### config.mk
export PLATFORM = sky130hd
export DESIGN_NAME = arpwm_timer
export DESIGN_NICKNAME = d
export VERILOG_FILES = /design/src/rtl/arpwm_pkg.sv /design/src/rtl/arpwm_sync_edge.sv /design/src/rtl/arpwm_prescaler.sv /design/src/rtl/arpwm_channel.sv /design/src/rtl/arpwm_timer.sv
export SDC_FILE = /design/constraint.sdc
export NUM_CORES = 1
export LEC_CHECK = 0
export ABC_AREA = 1
export BUFFER_PORTS_ARGS = -buffer_cell sky130_fd_sc_hd__clkbuf_2
export CAP_MARGIN = 20
export CORE_MARGIN = 2
export CORE_UTILIZATION = 50
export CTS_BUF_LIST = sky130_fd_sc_hd__clkbuf_8
export DETAILED_ROUTE_END_ITERATION = 6
export PLACE_DENSITY = 0.78
export SETUP_SLACK_MARGIN = 0.15
export SLEW_MARGIN = 20
export SYNTH_ARGS = -nofsm -noshare
export SYNTH_HDL_FRONTEND = slang
export SYNTH_HIERARCHICAL = 1
export SYNTH_SLANG_ARGS = --single-unit
### constraint.sdc
create_clock -name clk -period 2 [get_ports clk]
set_input_delay 0.3 -clock clk [delete_from_list [all_inputs] [get_ports clk]]
set_output_delay 0.3 -clock clk [all_outputs]
set_load 0.02 [all_outputs]
### src/rtl/arpwm_pkg.sv
package arpwm_pkg;
    localparam int CW     = 8;   // counter width
    localparam int NCH    = 4;   // PWM channels
    localparam int NCAP   = 2;   // capture inputs
    localparam int PRE_W  = 7;   // divider stages
    localparam int SEL_W  = 3;   // divider select width
    localparam int AW     = 4;   // bus address width

    typedef logic [CW-1:0] cnt_t;

    typedef struct packed {
        logic             cap1_fall;
        logic             cap0_fall;
        logic             ovf_ie;
        logic             ext_sel;
        logic [SEL_W-1:0] div_sel;
        logic             run;
    } ctrl_t;

    typedef enum logic [AW-1:0] {
        A_CTRL   = 4'h0,
        A_RELOAD = 4'h1,
        A_COUNT  = 4'h2,
        A_OUTCFG = 4'h3,
        A_DUTY0  = 4'h4,
        A_DUTY1  = 4'h5,
        A_DUTY2  = 4'h6,
        A_DUTY3  = 4'h7,
        A_CAP0   = 4'h8,
        A_CAP1   = 4'h9,
        A_STAT   = 4'hA,
        A_CAPIE  = 4'hB
    } addr_e;

    // Raw PWM level before polarity: 0xFF compare means permanently low.
    function automatic logic pwm_level(input cnt_t c, input cnt_t cmp);
        return (cmp != '1) && (c >= cmp);
    endfunction
endpackage

### src/rtl/arpwm_sync_edge.sv
module arpwm_sync_edge #(
    parameter int STAGES = 2
) (
    input  logic clk,
    input  logic rst,
    input  logic din,
    output logic rise,
    output logic fall
);
    logic [STAGES-1:0] sh_q;
    logic              prev_q;

    always_ff @(posedge clk) begin
        if (rst) begin
            sh_q   <= '0;
            prev_q <= 1'b0;
        end else begin
            sh_q   <= {sh_q[STAGES-2:0], din};
            prev_q <= sh_q[STAGES-1];
        end
    end

    assign rise = sh_q[STAGES-1] & ~prev_q;
    assign fall = ~sh_q[STAGES-1] & prev_q;
endmodule

### src/rtl/arpwm_prescaler.sv
module arpwm_prescaler
    import arpwm_pkg::*;
#(
    parameter int W = PRE_W
) (
    input  logic             clk,
    input  logic             rst,
    input  logic             run,
    input  logic [SEL_W-1:0] div_sel,
    input  logic             ext_sel,
    input  logic             ext_rise,
    output logic             tick
);
    logic [W-1:0] pre_q;
    logic [W-1:0] mask;

    always_comb mask = (W'(1) << div_sel) - W'(1);

    always_ff @(posedge clk) begin
        if (rst || !run) pre_q <= '0;
        else             pre_q <= pre_q + W'(1);
    end

    assign tick = run && (ext_sel ? ext_rise : ((pre_q & mask) == mask));
endmodule

### src/rtl/arpwm_channel.sv
module arpwm_channel
    import arpwm_pkg::*;
(
    input  logic clk,
    input  logic rst,
    input  logic load,
    input  cnt_t duty,
    input  cnt_t cnt,
    input  logic en,
    input  logic pol,
    output cnt_t cmp,
    output logic pwm
);
    cnt_t cmp_q;

    always_ff @(posedge clk) begin
        if (rst)       cmp_q <= '0;
        else if (load) cmp_q <= duty;
    end

    assign cmp = cmp_q;
    assign pwm = en & (pwm_level(cnt, cmp_q) ^ pol);
endmodule

### src/rtl/arpwm_timer.sv
module arpwm_timer
    import arpwm_pkg::*;
#(
    parameter int SYNC_STAGES = 2
) (
    input  logic            clk,
    input  logic            rst,
    input  logic [AW-1:0]   bus_addr,
    input  logic            bus_wr,
    input  logic [CW-1:0]   bus_wdata,
    output logic [CW-1:0]   bus_rdata,
    input  logic            ext_clk_i,
    input  logic [NCAP-1:0] cap_i,
    output logic [NCH-1:0]  pwm_o,
    output logic            irq_ovf_o,
    output logic [NCAP-1:0] irq_cap_o
);
    ctrl_t                  ctrl_q;
    cnt_t                   reload_q;
    cnt_t                   cnt_q;
    logic [NCH-1:0]         out_en;
    logic [NCH-1:0]         out_pol;
    logic [NCH-1:0][CW-1:0] duty_q;
    logic [NCH-1:0][CW-1:0] cmp_w;
    logic [NCAP-1:0][CW-1:0] cap_q;
    logic                   ovf_flag;
    logic [NCAP-1:0]        cap_flag;
    logic [NCAP-1:0]        cap_ie;
    logic [NCAP-1:0]        cap_fall_sel;
    logic [NCAP-1:0]        cap_rise;
    logic [NCAP-1:0]        cap_fallev;
    logic [NCAP-1:0]        cap_ev;
    logic                   ext_rise;
    logic                   ext_fall;
    logic                   tick;
    logic                   wrap;
    logic                   cnt_wr;
    logic                   stat_wr;

    assign cnt_wr  = bus_wr && (bus_addr == A_COUNT);
    assign stat_wr = bus_wr && (bus_addr == A_STAT);

    // control-side registers
    always_ff @(posedge clk) begin
        if (rst) begin
            ctrl_q   <= '0;
            reload_q <= '0;
            out_en   <= '0;
            out_pol  <= '0;
            cap_ie   <= '0;
        end else if (bus_wr) begin
            case (addr_e'(bus_addr))
                A_CTRL:   ctrl_q   <= ctrl_t'(bus_wdata);
                A_RELOAD: reload_q <= bus_wdata;
                A_OUTCFG: {out_pol, out_en} <= bus_wdata;
                A_CAPIE:  cap_ie   <= bus_wdata[NCAP-1:0];
                default: ;
            endcase
        end
    end

    arpwm_sync_edge #(.STAGES(SYNC_STAGES)) u_ext_sync (
        .clk(clk), .rst(rst), .din(ext_clk_i), .rise(ext_rise), .fall(ext_fall)
    );

    arpwm_prescaler u_pre (
        .clk(clk), .rst(rst), .run(ctrl_q.run), .div_sel(ctrl_q.div_sel),
        .ext_sel(ctrl_q.ext_sel), .ext_rise(ext_rise), .tick(tick)
    );

    // reload counter
    assign wrap = tick && (cnt_q == '1) && !cnt_wr;

    always_ff @(posedge clk) begin
        if (rst)         cnt_q <= '0;
        else if (cnt_wr) cnt_q <= bus_wdata;
        else if (tick)   cnt_q <= (cnt_q == '1) ? reload_q : cnt_q + cnt_t'(1);
    end

    always_ff @(posedge clk) begin
        if (rst)                        ovf_flag <= 1'b0;
        else if (wrap)                  ovf_flag <= 1'b1;
        else if (stat_wr && bus_wdata[0]) ovf_flag <= 1'b0;
    end

    assign irq_ovf_o = ovf_flag & ctrl_q.ovf_ie;

    // PWM channels
    for (genvar i = 0; i < NCH; i++) begin : g_ch
        always_ff @(posedge clk) begin
            if (rst) duty_q[i] <= '0;
            else if (bus_wr && (bus_addr == AW'(A_DUTY0) + AW'(i))) duty_q[i] <= bus_wdata;
        end

        arpwm_channel u_ch (
            .clk(clk), .rst(rst), .load(wrap), .duty(duty_q[i]), .cnt(cnt_q),
            .en(out_en[i]), .pol(out_pol[i]), .cmp(cmp_w[i]), .pwm(pwm_o[i])
        );
    end

    // captures
    assign cap_fall_sel = {ctrl_q.cap1_fall, ctrl_q.cap0_fall};

    for (genvar k = 0; k < NCAP; k++) begin : g_cap
        arpwm_sync_edge #(.STAGES(SYNC_STAGES)) u_sync (
            .clk(clk), .rst(rst), .din(cap_i[k]), .rise(cap_rise[k]), .fall(cap_fallev[k])
        );

        assign cap_ev[k] = cap_fall_sel[k] ? cap_fallev[k] : cap_rise[k];

        always_ff @(posedge clk) begin
            if (rst) begin
                cap_q[k]    <= '0;
                cap_flag[k] <= 1'b0;
            end else if (cap_ev[k]) begin
                cap_q[k]    <= cnt_q;
                cap_flag[k] <= 1'b1;
            end else if (stat_wr && bus_wdata[k+1]) begin
                cap_flag[k] <= 1'b0;
            end
        end
    end

    assign irq_cap_o = cap_flag & cap_ie;

    // read mux
    always_comb begin
        case (addr_e'(bus_addr))
            A_CTRL:   bus_rdata = ctrl_q;
            A_RELOAD: bus_rdata = reload_q;
            A_COUNT:  bus_rdata = cnt_q;
            A_OUTCFG: bus_rdata = {out_pol, out_en};
            A_DUTY0:  bus_rdata = duty_q[0];
            A_DUTY1:  bus_rdata = duty_q[1];
            A_DUTY2:  bus_rdata = duty_q[2];
            A_DUTY3:  bus_rdata = duty_q[3];
            A_CAP0:   bus_rdata = cap_q[0];
            A_CAP1:   bus_rdata = cap_q[1];
            A_STAT:   bus_rdata = CW'({cap_flag, ovf_flag});
            A_CAPIE:  bus_rdata = CW'(cap_ie);
            default:  bus_rdata = '0;
        endcase
    end
endmodule

==> results.json <==
{
  "violations": "negative setup slack",
  "syn_inst": 970,
  "grt_max_degree": 65,
  "final_common_cell": "inv_1",
  "ys_warn_count": 6,
  "r2r-end": "g_ch[2].u_ch/cmp[1]",
  "firstDrtPassIters": 6,
  "finalPower_mw": 5.11,
  "diodes": 0,
  "grt_first_pass_wirelength_um": 33900,
  "ctsHoldBuffers": 0,
  "antenna_found_initial": 0,
  "fmax_mhz": 426,
  "setup_viol": 11,
  "first_global_vias": 6818,
  "avgSynthCellArea_sq_um": 7.04,
  "seq_power_share": 0.536,
  "nets": 1120,
  "vias": 7168,
  "dieArea_sq_um": 14600,
  "syn_area_sq_um": 6830,
  "use_met2": 0.482,
  "clk_latency_ps": 460,
  "min_from": "cap_i[0]",
  "grt-ovfl-total": 0,
  "core_area_sq_um": 13300,
  "die_h_um": 121,
  "port_buffers": 32,
  "via_per_inst": 5.72,
  "htreeDepth": 4,
  "layout-drive-gt1-share": 0.331,
  "met3_usage": 0.0691,
  "grt_use_met1": 0.382,
  "hold_depth": 3,
  "grt-busiest-layer": "met2",
  "utilization": 0.689,
  "switchingPower_mw": 1.35,
  "grt_usage": 0.301,
  "max-vdd-ir-drop_v": 0.000393,
  "drt-initial-drc-count": 762,
  "gp_congestion": 0.998,
  "wire_per_inst_um": 18.2,
  "placementRows": 42,
  "cts_sinks": 133,
  "cts_tree": "done",
  "netSwitchingFraction": 0.264,
  "p_clk_frac": 0.372,
  "startpoint_type": "flip-flop",
  "rr_worst_depth": 10,
  "cp.required_ps": 1700,
  "drc_errors": 0,
  "min_period_ps": 2350,
  "most-common-layout-cells": "146 x inv_1, 129 x nand2_1, 114 x dfxtp_1",
  "p_int_mw": 3.76,
  "boundaryPins": 33,
  "syn-num-nets": 1022,
  "dp_hpwl_um": 13900,
  "routed_wl_um": 22900,
  "min_period_over_period": 1.17,
  "p_leak_nw": 3.62,
  "crit_path_end_kind": "output port",
  "start_util": 0.514,
  "r2r-start": "cnt_q[0]",
  "r2r_slack_ps": -50,
  "maxCapViolCount": 0,
  "hp-class": "primary input to flip-flop",
  "drv_slew": 0,
  "antenna_left": 0,
  "clkSlewWorstSetupHoldPaths_ps": 70,
  "finalHoldViolations": 0,
  "powerDensity_nw_per_um2": 558,
  "min_to": "g_cap[0].u_sync/sh_q[0]",
  "relSlewSlack": 0.403,
  "rsz0062_at_grt": "yes",
  "critPathArrivalTime_ps": 2050,
  "clock_path_buffers": 2,
  "dieWidth_um": 121,
  "cts_buffers": 17,
  "cts-root-buf": "clkbuf_8",
  "area_growth_pct": 34.0,
  "critPathKind": "flip-flop to output port",
  "crit_path_max_fanout": 4,
  "status": "finished with violations",
  "tns_ps": -1280,
  "layout_setup_ws_ps": -347,
  "fin_worst_skew_ps": 5.83,
  "worst_slew_pin_slew_ps": 895,
  "pwr-share-comb": 0.092
}
timing repair:
| action | 4_1_cts | 5_1_grt |
|---|---|---|
| resized for setup | 171 | 131 |
| setup buffers | 25 | 7 |
| pin swaps | 41 | 45 |
| endpoints found under the setup margin | 44 | 49 |
| gates cloned | 6 | 0 |
per-stage QoR:
step / instances / hold slack (ps) / setup slack [ps] / cell area, sq um
CTS: 1247 / 30.9 / -244 / 8670
global placement: 1187 / 389 / 88.3 / 7360
floorplan: 970 / 369 / 171 / 6830
detailed placement: 1187 / 394 / -9.19 / 7360
global route: 1254 / 19.4 / -415 / 9160
finish: 1254 / 26.4 / -347 / 9160
power groups by stage:
stage	clock network, mW	logic, mW	registers (mW)
2_1_floorplan	0	0.238	2.78
3_3_place_gp	0	0.373	2.79
3_5_place_dp	0	0.379	2.79
4_1_cts	1.89	0.420	2.73
5_1_grt	2.02	0.508	2.74
6_report	1.90	0.471	2.73
per-layer routing:
metal | part of all wire | vias up | wire [um]
li1 | - | 3366 | -
met5 | 0 | - | 0
met2 | 0.47 | 369 | 10700
met1 | 0.39 | 3334 | 8920
met4 | 0.050 | 0 | 1140
met3 | 0.092 | 99 | 2100
how the worst max path moves through the flow:
| stage | from | end | slack [ps] | cells after the start |
|---|---|---|---|---|
| 2_1_floorplan | u_pre/pre_q[0] | g_ch[0].u_ch/cmp[7] | 170 | 13 |
| 3_3_place_gp | cnt_q[5] | pwm_o[1] | 90 | 9 |
| 3_5_place_dp | u_pre/pre_q[0] | g_ch[1].u_ch/cmp[7] | -9 | 13 |
| 4_1_cts | cnt_q[5] | pwm_o[1] | -240 | 9 |
| 5_1_grt | g_ch[3].u_ch/cmp[7] | pwm_o[3] | -410 | 10 |
| 6_report | cnt_q[6] | pwm_o[3] | -350 | 10 |
flip-flops by register name (all words and copies together) (netlist names), 4 cells and up:
name and cells:
cap_q 16, cnt_q 8, ctrl_q 6, duty_q 32, g_cap.u_sync/sh_q 4, g_ch.u_ch/cmp 32
out_en 4, out_pol 4, reload_q 8, u_pre/pre_q 7
worst max-delay path, cell delays in order, from the launching register on:
cell	delay [ps]
dfxtp_2	340
buf_6	140
ha_4	240
nand2_2	90
nor2_1	70
nor2_1	200
nand3_2	140
nand3_2	70
nand2_1	50
nor2_1	90
buf_4	150
cell type report:
cell class / instances / area (sq um)
clock buffers: 20 / 275
clock inverters: 9 / 42.5
fillers: 1022 / 4140
inverters: 173 / 678
multi-input cells: 632 / 4210
flip-flops and latches: 133 / 2700
well taps: 176 / 220
repair buffers: 110 / 1030
repair inverters: 1 / 7.51
Note: power is estimated with default switching activity, not from simulation.
